**config.mk**
```make
export PLATFORM = sky130hd
export DESIGN_NAME = rmon_stat_bank
export DESIGN_NICKNAME = d
export VERILOG_FILES = /design/src/rtl/rmon_stat_pkg.sv /design/src/rtl/stats_len_bin.sv /design/src/rtl/stats_cnt.sv /design/src/rtl/rmon_stat_bank.sv
export SDC_FILE = /design/constraint.sdc
export NUM_CORES = 2
export LEC_CHECK = 0
export CORE_UTILIZATION = 46
export DETAILED_ROUTE_END_ITERATION = 8
export DONT_BUFFER_PORTS = 1
export PLACE_DENSITY_LB_ADDON = 0.3
export SYNTH_ARGS = -nofsm -noshare
export SYNTH_HDL_FRONTEND = slang
export SYNTH_SLANG_ARGS = --single-unit
```
**constraint.sdc**
```tcl
create_clock -name clk -period 3.85 [get_ports clk]
set_clock_uncertainty 0.05 [all_clocks]
set_input_delay 0.1925 -clock clk [delete_from_list [all_inputs] [get_ports clk]]
set_output_delay 0.1925 -clock clk [all_outputs]
set_load 0.02 [all_outputs]
```
**src/rtl/rmon_stat_pkg.sv**
```systemverilog
`timescale 1ns/1ps
package rmon_stat_pkg;

    // Word addresses of the frame counters
    localparam int RX_FRAMES   = 0;
    localparam int RX_MCAST    = 1;
    localparam int RX_BCAST    = 2;
    localparam int RX_PAUSE    = 3;
    localparam int RX_FCS      = 4;
    localparam int RX_SYM      = 5;
    localparam int RX_SHORT    = 6;
    localparam int RX_JABBER   = 7;
    localparam int RX_OVERSIZE = 8;
    localparam int RX_MAXLEN   = 9;
    localparam int RX_BIN0     = 10;
    localparam int TX_FRAMES   = 17;
    localparam int TX_MCAST    = 18;
    localparam int TX_BCAST    = 19;
    localparam int TX_PAUSE    = 20;
    localparam int TX_ERR      = 21;
    localparam int TX_BIN0     = 22;
    localparam int NUM_FRM     = 29;
    localparam int BIN_CNT     = 7;

    // Byte counter addresses: low word at BYTE_BASE + 2k, high word follows
    localparam int BYTE_BASE   = 32;
    localparam int NUM_BYTE    = 2;
    localparam int ADDR_W      = 6;

    localparam int RX_FLAG_W   = 8;
    localparam int TX_FLAG_W   = 5;

    typedef enum logic [0:0] {
        ST_IDLE = 1'b0,
        ST_RESP = 1'b1
    } rd_state_e;

    // Inclusive upper length bound of bin i (last bin is open-ended)
    function automatic int bin_upper(input int i);
        case (i)
            0:       return 64;
            1:       return 127;
            2:       return 255;
            3:       return 511;
            4:       return 1023;
            5:       return 1518;
            default: return 0;
        endcase
    endfunction

endpackage

```
**src/rtl/stats_len_bin.sv**
```systemverilog
`timescale 1ns/1ps
module stats_len_bin
    import rmon_stat_pkg::*;
#(
    parameter int LEN_W = 14
) (
    input  logic [LEN_W-1:0]   len,
    output logic [BIN_CNT-1:0] bin_hit
);

    for (genvar i = 0; i < BIN_CNT; i++) begin : g_bin
        if (i == 0) begin : g_first
            localparam int UP = bin_upper(0);
            assign bin_hit[i] = (len <= LEN_W'(UP));
        end else if (i == BIN_CNT - 1) begin : g_last
            localparam int LO = bin_upper(i - 1);
            assign bin_hit[i] = (len > LEN_W'(LO));
        end else begin : g_mid
            localparam int LO = bin_upper(i - 1);
            localparam int UP = bin_upper(i);
            assign bin_hit[i] = (len > LEN_W'(LO)) && (len <= LEN_W'(UP));
        end
    end

endmodule

```
**src/rtl/stats_cnt.sv**
```systemverilog
`timescale 1ns/1ps
module stats_cnt #(
    parameter int W     = 32,
    parameter int INC_W = 1
) (
    input  logic             clk,
    input  logic             rst_n,
    input  logic             clr,
    input  logic             inc_en,
    input  logic [INC_W-1:0] inc_amt,
    output logic [W-1:0]     q
);

    logic [W-1:0] base;
    logic [W-1:0] step;

    // A clear restarts from zero; an event in the same cycle still counts
    assign base = clr ? '0 : q;
    assign step = inc_en ? W'(inc_amt) : '0;

    always_ff @(posedge clk) begin
        if (!rst_n) begin
            q <= '0;
        end else begin
            q <= base + step;
        end
    end

endmodule

```
**src/rtl/rmon_stat_bank.sv**
```systemverilog
`timescale 1ns/1ps
module rmon_stat_bank
    import rmon_stat_pkg::*;
#(
    parameter int LEN_W  = 14,
    parameter int FRM_W  = 32,
    parameter int BYTE_W = 45,
    parameter int RD_W   = 32
) (
    input  logic                 clk,
    input  logic                 rst_n,
    input  logic                 clear_all,
    input  logic [LEN_W-1:0]     max_len,
    input  logic                 rx_vld,
    input  logic [LEN_W-1:0]     rx_len,
    input  logic [RX_FLAG_W-1:0] rx_flag,
    input  logic                 tx_vld,
    input  logic [LEN_W-1:0]     tx_len,
    input  logic [TX_FLAG_W-1:0] tx_flag,
    input  logic                 rd_en,
    input  logic [ADDR_W-1:0]    rd_addr,
    output logic                 rd_vld,
    output logic [RD_W-1:0]      rd_data
);

    localparam int HI_W = BYTE_W - RD_W;

    logic [BIN_CNT-1:0]              rx_bin;
    logic [BIN_CNT-1:0]              tx_bin;
    logic [NUM_FRM-1:0]              frm_hit;
    logic [NUM_FRM-1:0]              frm_clr;
    logic [NUM_FRM-1:0][FRM_W-1:0]   frm_q;
    logic [NUM_BYTE-1:0]             byte_en;
    logic [NUM_BYTE-1:0][LEN_W-1:0]  byte_len;
    logic [NUM_BYTE-1:0]             byte_lo_rd;
    logic [NUM_BYTE-1:0][BYTE_W-1:0] byte_q;
    logic [NUM_BYTE-1:0][HI_W-1:0]   hold_q;
    logic [RD_W-1:0]                 rd_word;
    rd_state_e                       state_q;
    rd_state_e                       state_d;

    // ---------------- length binning ----------------
    stats_len_bin #(.LEN_W(LEN_W)) u_rx_bin (.len(rx_len), .bin_hit(rx_bin));
    stats_len_bin #(.LEN_W(LEN_W)) u_tx_bin (.len(tx_len), .bin_hit(tx_bin));

    // ---------------- event to counter mapping ----------------
    always_comb begin
        frm_hit = '0;
        frm_hit[RX_FRAMES]   = rx_vld;
        frm_hit[RX_MCAST]    = rx_vld & rx_flag[0];
        frm_hit[RX_BCAST]    = rx_vld & rx_flag[1];
        frm_hit[RX_PAUSE]    = rx_vld & rx_flag[2];
        frm_hit[RX_FCS]      = rx_vld & rx_flag[3];
        frm_hit[RX_SYM]      = rx_vld & rx_flag[4];
        frm_hit[RX_SHORT]    = rx_vld & rx_flag[5];
        frm_hit[RX_JABBER]   = rx_vld & rx_flag[6];
        frm_hit[RX_OVERSIZE] = rx_vld & rx_flag[7];
        frm_hit[RX_MAXLEN]   = rx_vld & (rx_len > max_len);
        frm_hit[RX_BIN0 +: BIN_CNT] = rx_vld ? rx_bin : '0;
        frm_hit[TX_FRAMES]   = tx_vld;
        frm_hit[TX_MCAST]    = tx_vld & tx_flag[0];
        frm_hit[TX_BCAST]    = tx_vld & tx_flag[1];
        frm_hit[TX_PAUSE]    = tx_vld & tx_flag[2];
        frm_hit[TX_ERR]      = tx_vld & (tx_flag[3] | tx_flag[4]);
        frm_hit[TX_BIN0 +: BIN_CNT] = tx_vld ? tx_bin : '0;
    end

    assign byte_en  = {tx_vld, rx_vld};
    assign byte_len = {tx_len, rx_len};

    // ---------------- read decode ----------------
    always_comb begin
        frm_clr    = '0;
        byte_lo_rd = '0;
        rd_word    = '0;
        for (int k = 0; k < NUM_FRM; k++) begin
            if (rd_addr == ADDR_W'(k)) begin
                frm_clr[k] = rd_en;
                rd_word    = RD_W'(frm_q[k]);
            end
        end
        for (int k = 0; k < NUM_BYTE; k++) begin
            if (rd_addr == ADDR_W'(BYTE_BASE + 2 * k)) begin
                byte_lo_rd[k] = rd_en;
                rd_word       = byte_q[k][RD_W-1:0];
            end
            if (rd_addr == ADDR_W'(BYTE_BASE + 2 * k + 1)) begin
                rd_word = RD_W'(hold_q[k]);
            end
        end
    end

    // ---------------- counter arrays ----------------
    for (genvar i = 0; i < NUM_FRM; i++) begin : g_frm
        stats_cnt #(.W(FRM_W), .INC_W(1)) u_cnt (
            .clk     (clk),
            .rst_n   (rst_n),
            .clr     (clear_all | frm_clr[i]),
            .inc_en  (frm_hit[i]),
            .inc_amt (1'b1),
            .q       (frm_q[i])
        );
    end

    for (genvar i = 0; i < NUM_BYTE; i++) begin : g_byte
        stats_cnt #(.W(BYTE_W), .INC_W(LEN_W)) u_cnt (
            .clk     (clk),
            .rst_n   (rst_n),
            .clr     (clear_all | byte_lo_rd[i]),
            .inc_en  (byte_en[i]),
            .inc_amt (byte_len[i]),
            .q       (byte_q[i])
        );

        always_ff @(posedge clk) begin
            if (!rst_n) begin
                hold_q[i] <= '0;
            end else if (clear_all) begin
                hold_q[i] <= '0;
            end else if (byte_lo_rd[i]) begin
                hold_q[i] <= byte_q[i][BYTE_W-1:RD_W];
            end
        end
    end

    // ---------------- response state machine ----------------
    always_ff @(posedge clk) begin
        if (!rst_n) begin
            state_q <= ST_IDLE;
        end else begin
            state_q <= state_d;
        end
    end

    always_comb begin
        unique case (state_q)
            ST_IDLE: state_d = rd_en ? ST_RESP : ST_IDLE;
            ST_RESP: state_d = rd_en ? ST_RESP : ST_IDLE;
            default: state_d = ST_IDLE;
        endcase
    end

    always_ff @(posedge clk) begin
        if (!rst_n) begin
            rd_data <= '0;
        end else begin
            rd_data <= (state_d == ST_RESP) ? rd_word : '0;
        end
    end

    assign rd_vld = (state_q == ST_RESP);

endmodule

```
==> Yosys cells after proc, flatten, opt, wreduce, memory -nomap -nowiden <==
Cells that the tools add are included.
{ "word_totals": {"reg_bits": 1077, "inputBits": 67, "output_inout_bits": 33, "wordCells": 314} }
{ "classes": {"add_sub_neg": 31, "order_cmp": 25, "n_eq_ne": 32, "muxes": 129, "bitwise_logic": 47, "n_reduce_logical": 14} }
{ "op_table": {"columns": ["operator", "count"], "rows": [
  ["2-to-1 mux 32 bit", 61],
  ["adder 32 bit", 29],
  ["adder 45 bit", 2],
  ["2-to-1 mux 45 bit", 2],
  ["equality test 6 x 5 -> 1 bit, second input constant", 13],
  ["2-to-1 mux 1 bit", 61],
  ["> comparator 14 x 7 -> 1 bit, second input constant", 4],
  ["<= comparator 14 x 7 -> 1 bit, second input constant", 4],
  ["equality test 6 x 4 -> 1 bit, second input constant", 8],
  ["OR 1 bit", 32],
  ["> comparator 14 x 10 -> 1 bit, second input constant", 2],
  ["> comparator 14 x 11 -> 1 bit, second input constant", 2],
  ["> comparator 14 x 8 -> 1 bit, second input constant", 2],
  ["> comparator 14 x 9 -> 1 bit, second input constant", 2],
  ["<= comparator 14 x 10 -> 1 bit, second input constant", 2],
  ["<= comparator 14 x 11 -> 1 bit, second input constant", 2],
  ["<= comparator 14 x 8 -> 1 bit, second input constant", 2],
  ["<= comparator 14 x 9 -> 1 bit, second input constant", 2],
  ["2-to-1 mux 14 bit", 2],
  ["equality test 6 x 3 -> 1 bit, second input constant", 4],
  ["equality test 6 bit, second input constant", 4],
  ["> comparator 14 bit", 1],
  ["2-to-1 mux 7 bit", 2],
  ["AND 1 bit", 13],
  ["9 further kinds", 20]
]} }

==> Depth between registers and ports, before layout <==
{ "logic_depth": {"word_depth": 34, "mapped_depth": 19, "depth_no_buf": 18} }

==> Cells and area by module <==
Synthesis repeated with hierarchy kept, for this count alone.
{ "hier_totals": {"hier_cells": 7987, "area_unflattened_um2": 65953.3} }
{ "by_module_without_submodules": {"columns": ["mod", "instances", "cells_each", "area_each_um2"], "rows": [
  ["stats_cnt at g_frm[0].u_cnt ...", 29, 194, 1674.1],
  ["rmon_stat_bank", 1, 1577, 11081.9],
  ["stats_cnt at g_byte[1].u_cnt", 1, 363, 3007.9],
  ["stats_cnt at g_byte[0].u_cnt", 1, 373, 3004.1],
  ["stats_len_bin", 2, 24, 155.1]
]} }

==> Least setup slack after synthesis <==
OpenSTA, ideal clock, no wires.
{ "synth_path": {"path_type": "input to register", "startpoint": "input rd_en", "endpoint": "register g_byte[0].u_cnt.q[44]", "setup_time_ps": 116, "arrival_ps": 3789, "t_required_ps": 3684, "path_slack_ps": -105, "stages": 19, "path_buffers": 6, "path_cell_list": "buf_2 -> buf_2 -> buf_4 -> buf_2 -> a31oi_1 -> buf_2 -> clkbuf_1 -> and2_1 -> ha_1 -> inv_1 -> fa_1 -> nand2b_1 -> a21oi_1 -> nor3_1 -> o31ai_1 -> o21ai_1 -> nor4b_1 -> xnor2_1 -> nor2_1"} }
{ "synth_via": {"elab_chain_len": 4} }
{ "synth_lines": {"columns": ["item", "line_no", "text"], "rows": [
  ["from (decl)", "rmon_stat_bank.sv:20", "input logic rd_en,"],
  ["2-to-1 mux 1 bit", "rmon_stat_bank.sv:83", "if (rd_addr == ADDR_W'(BYTE_BASE + 2 * k)) begin"],
  ["OR 1 bit", "rmon_stat_bank.sv:109", ".clr (clear_all | byte_lo_rd[i]),"],
  ["2-to-1 mux 45 bit", "stats_cnt.sv:18", "assign base = clr ? '0 : q;"],
  ["adder 45 bit", "stats_cnt.sv:25", "q <= base + step;"],
  ["to (signal assigned)", "stats_cnt.sv:25", null],
  ["to (decl)", "stats_cnt.sv:11", "output logic [W-1:0] q"]
]} }
Every way passes these cells.
A chain may end at the register's enable or synchronous reset.

==> Final worst setup path <==
{ "layout_path": {"startpoint": "input rst_n", "endpoint": "register rd_data[4]"} }
{ "layout_via": {"elab_chain_len": 1} }
{ "layout_lines": {"columns": ["item", "line_no", "text"], "rows": [
  ["from (decl)", "rmon_stat_bank.sv:11", "input logic rst_n,"],
  ["AND reduction 2 bit (no line)", null, null],
  ["to (signal assigned)", "rmon_stat_bank.sv:147", "rd_data <= (state_d == ST_RESP) ? rd_word : '0;"],
  ["to (decl)", "rmon_stat_bank.sv:23", "output logic [RD_W-1:0] rd_data"]
]} }
Every way passes these cells.

==> qor.csv <==
stage,metric,value,unit
layout,area_delta_synth_final,12.9,%
routing,first_iter_violations,8175,
layout,fillers,11500,
sta,rsz0062_at_grt,false,
cts,cts.clk_slew.worst_paths,0.06,ns
flow_run,max_cap_viol_count,0,
sta,hold_viol,0,
placement,dp.cells,8598,
synth,synth_cells,7093,
synth,ys_warn_count,0,
floorplan,die_x,354,µm
sta,fin_crit_sh,0.992,
synth,async_flop_share,0,
grt,grt_overflow_total,0,
synth,avgSynthCellArea,8.04,µm²
power,power,24.4,mW
setup_path,crit_type,input pin to register,
routing,dr.pass1.iters,7,
floorplan,io_pins,100,
setup_path,critPathCaptureType,register,
cts,cts_root_buffer,clkbuf_16,
sta,setup_viol,0,
floorplan,start_util,0.466,
cts,htree_levels,3,
power,power_density,378,nW/µm²
hold_path,worst_hold_path_type,input pin to register,
sta,hold_ws,0.0171,ns
synth,ys_types,97,
sta,slew_viol_final,0,
floorplan,core,122000,µm²
grt,grt_pass1_vias,50700,
layout,final_util,0.526,
sta,worst_pin_slew,1.28,ns
routing,final_antenna_net_count,0,
cts,clock_latency,0.78,ns
cts,cts_buffer_depth,3,
synth,synth_top_flop_cell,dfxtp_1,
synth,synth_top_area_frac,0.378,
setup_path,crit_chain,"dlymetal6s4s_1, buf_16, nand2_1, inv_1, o21ai_0, a21oi_1, o21ai_0, nor2_1",
cts,cts_sinks,1077,
layout,num-nets-final,7331,
layout,multiInputGateArea,33700,µm²
setup_path,startpoint_type,input pin,
power,leakagePower,22.3,nW
synth,ys_top_cells_by_area,"dfxtp_1, xor2_1, nor2_1",
floorplan,die_y,354,µm
grt,grt_pass1_wl,338,mm
floorplan,dieArea,125000,µm²
setup_path,critical-path-top-delay-family,buffers and inverters,
synth,seq_area_frac_synth,0.378,
sta,slew_headroom,0.149,
layout,seqCellArea,21600,µm²
cts,cts_setup_buffers,0,
setup_path,slowest_delay,1.01,ns
setup_path,worstPathRequired,4.42,ns
synth,synth_nets,7262,
routing,post_drt_wl_per_cell,26.2,µm
setup_path,crit_buf_inv,3,
sta,finalCriticalPeriod,3.82,ns
synth,synth_enable_flop_cells,0,
grt,track_usage,0.359,
power,peakVddDrop,0.000416,V
placement,io_buffers,0,
synth,syn_area,57000,µm²
layout,drive_gt1_frac,0.0861,
routing,wirelength,233,mm
grt,antenna_found_initial,22,
synth,ys_ff_latch,1077,
layout,final_cells,8892,
routing,via_count,56500,
placement,hpwl,169,mm
routing,vias_per_cell,6.35,
setup_path,crit_slowest_cell,dlymetal6s4s_1,
cts,cts_made_buffers,118,
cts,cts_tree,built,
setup_path,cp_data_arrival_time,4.39,ns
synth,yosys.area.top_type,dfxtp_1,
grt,grt_max_degree,184,
sta,max_freq,262,MHz
placement,gp_congestion,1.10,
floorplan,rows,128,
setup_path,crit_path_max_fanout,130,
run_status,outcome,completed,
setup_path,path_common_cell,o21ai_0,
routing,drc,0,
## registers in the layout, summed over array words and instances, names as in the netlist
name / flops
g_byte.u_cnt.q: 90
g_frm.u_cnt.q: 928
hold_q: 26
rd_data: 32
rd_vld: 1
## tightest hold or removal path, stage by stage
cell and delay, ns:
and2_1 0.11, ha_1 0.27, nor2_1 0.11, a211oi_1 0.08
## report_power, final
part           internal (mW)  total (mW)  switching (mW)
clock                   6.78        11.8            5.04
sequential              11.2        11.2          0.0554
combinational          0.385        1.30           0.917
## layer usage
layer | GRT usage | vias to the layer above | share of wire
li1 | - | 25100 | -
met5 | 0 | - | 0.00073
met2 | 0.497 | 3619 | 0.40
met3 | 0.117 | 639 | 0.15
met1 | 0.494 | 27100 | 0.40
met4 | 0.179 | 22 | 0.057
## cells in the final DEF (no fill, tap or decap), drive strengths merged, types with 31 or more instances in the layout
master,instances
mux2,64
a31oi,54
dlygate4sd3,63
a221oi,31
ha,100
or3,148
o21ai,294
dfxtp,1077
mux2i,60
or2,45
a21oi,345
clkbuf,182
nand2,817
a22oi,159
and4,98
nand4,216
o22ai,64
xor2,472
nand2b,32
and3,162
nor2,966
o211ai,46
a211oi,39
nor4,45
inv,112
nor3,74
nand3,397
and2,276
xnor2,237
buf,246
## cells by family after synthesis
logic type / share of synthesized area
flops: 0.378
mux: 0.0311
buf+inv: 0.0330
xor+xnor: 0.109
simple gates: 0.289
compound gates: 0.137
fa+ha+maj: 0.0226
## area by class of cell
type,instances,area share
Clock inverter,34,0.00760
Inverter,108,0.00641
Antenna cell,9,0.000350
Clock buffer,182,0.0542
Sequential cell,1077,0.335
Tap cell,1625,0.0316
Timing Repair Buffer,312,0.0413
Multi-Input combinational cell,5545,0.524
## metrics by stage
step | TNS (ns) | setup slack, ns | instance area [µm²]
after floorplan | -0.00398 | -0.00398 | 57000
final | 0 | 0.0297 | 64400
after global placement | 0 | 0.175 | 59600
after CTS | 0 | 0.133 | 64300
after global routing | 0 | 0.0265 | 64400
after detailed placement | 0 | 0.0734 | 59600
## cell usage after synthesis (all sizes together) (108+ instances only)
| cell | count |
|---|---|
| nand4 | 216 |
| xor2 | 472 |
| nand3 | 397 |
| and2 | 276 |
| and3 | 162 |
| o21ai | 294 |
| inv | 108 |
| a21oi | 345 |
| dfxtp | 1077 |
| nand2 | 817 |
| clkbuf | 263 |
| a22oi | 159 |
| nor2 | 966 |
| xnor2 | 237 |
| or3 | 148 |
## timing repair
action	in CTS	in global routing
endpoints found under the hold margin	495	0
hold buffers	69	0
gates resized for setup	0	9
endpoints found under the setup margin	0	46
## final timing paths
| kind | from | to | slack (ns) | cells after the start |
|---|---|---|---|---|
| setup / recovery | rst_n | rd_data[4] | 0.03 | 8 |
| hold / removal | tx_len[4] | g_byte[1].u_cnt.q[4] | 0.02 | 4 |
| setup reg to reg | g_frm[14].u_cnt.q[8] | rd_data[8] | 0.25 | 11 |
| hold reg to reg | hold_q[16] | hold_q[16] | 0.41 | 2 |
(Power assumes the default switching activity.)
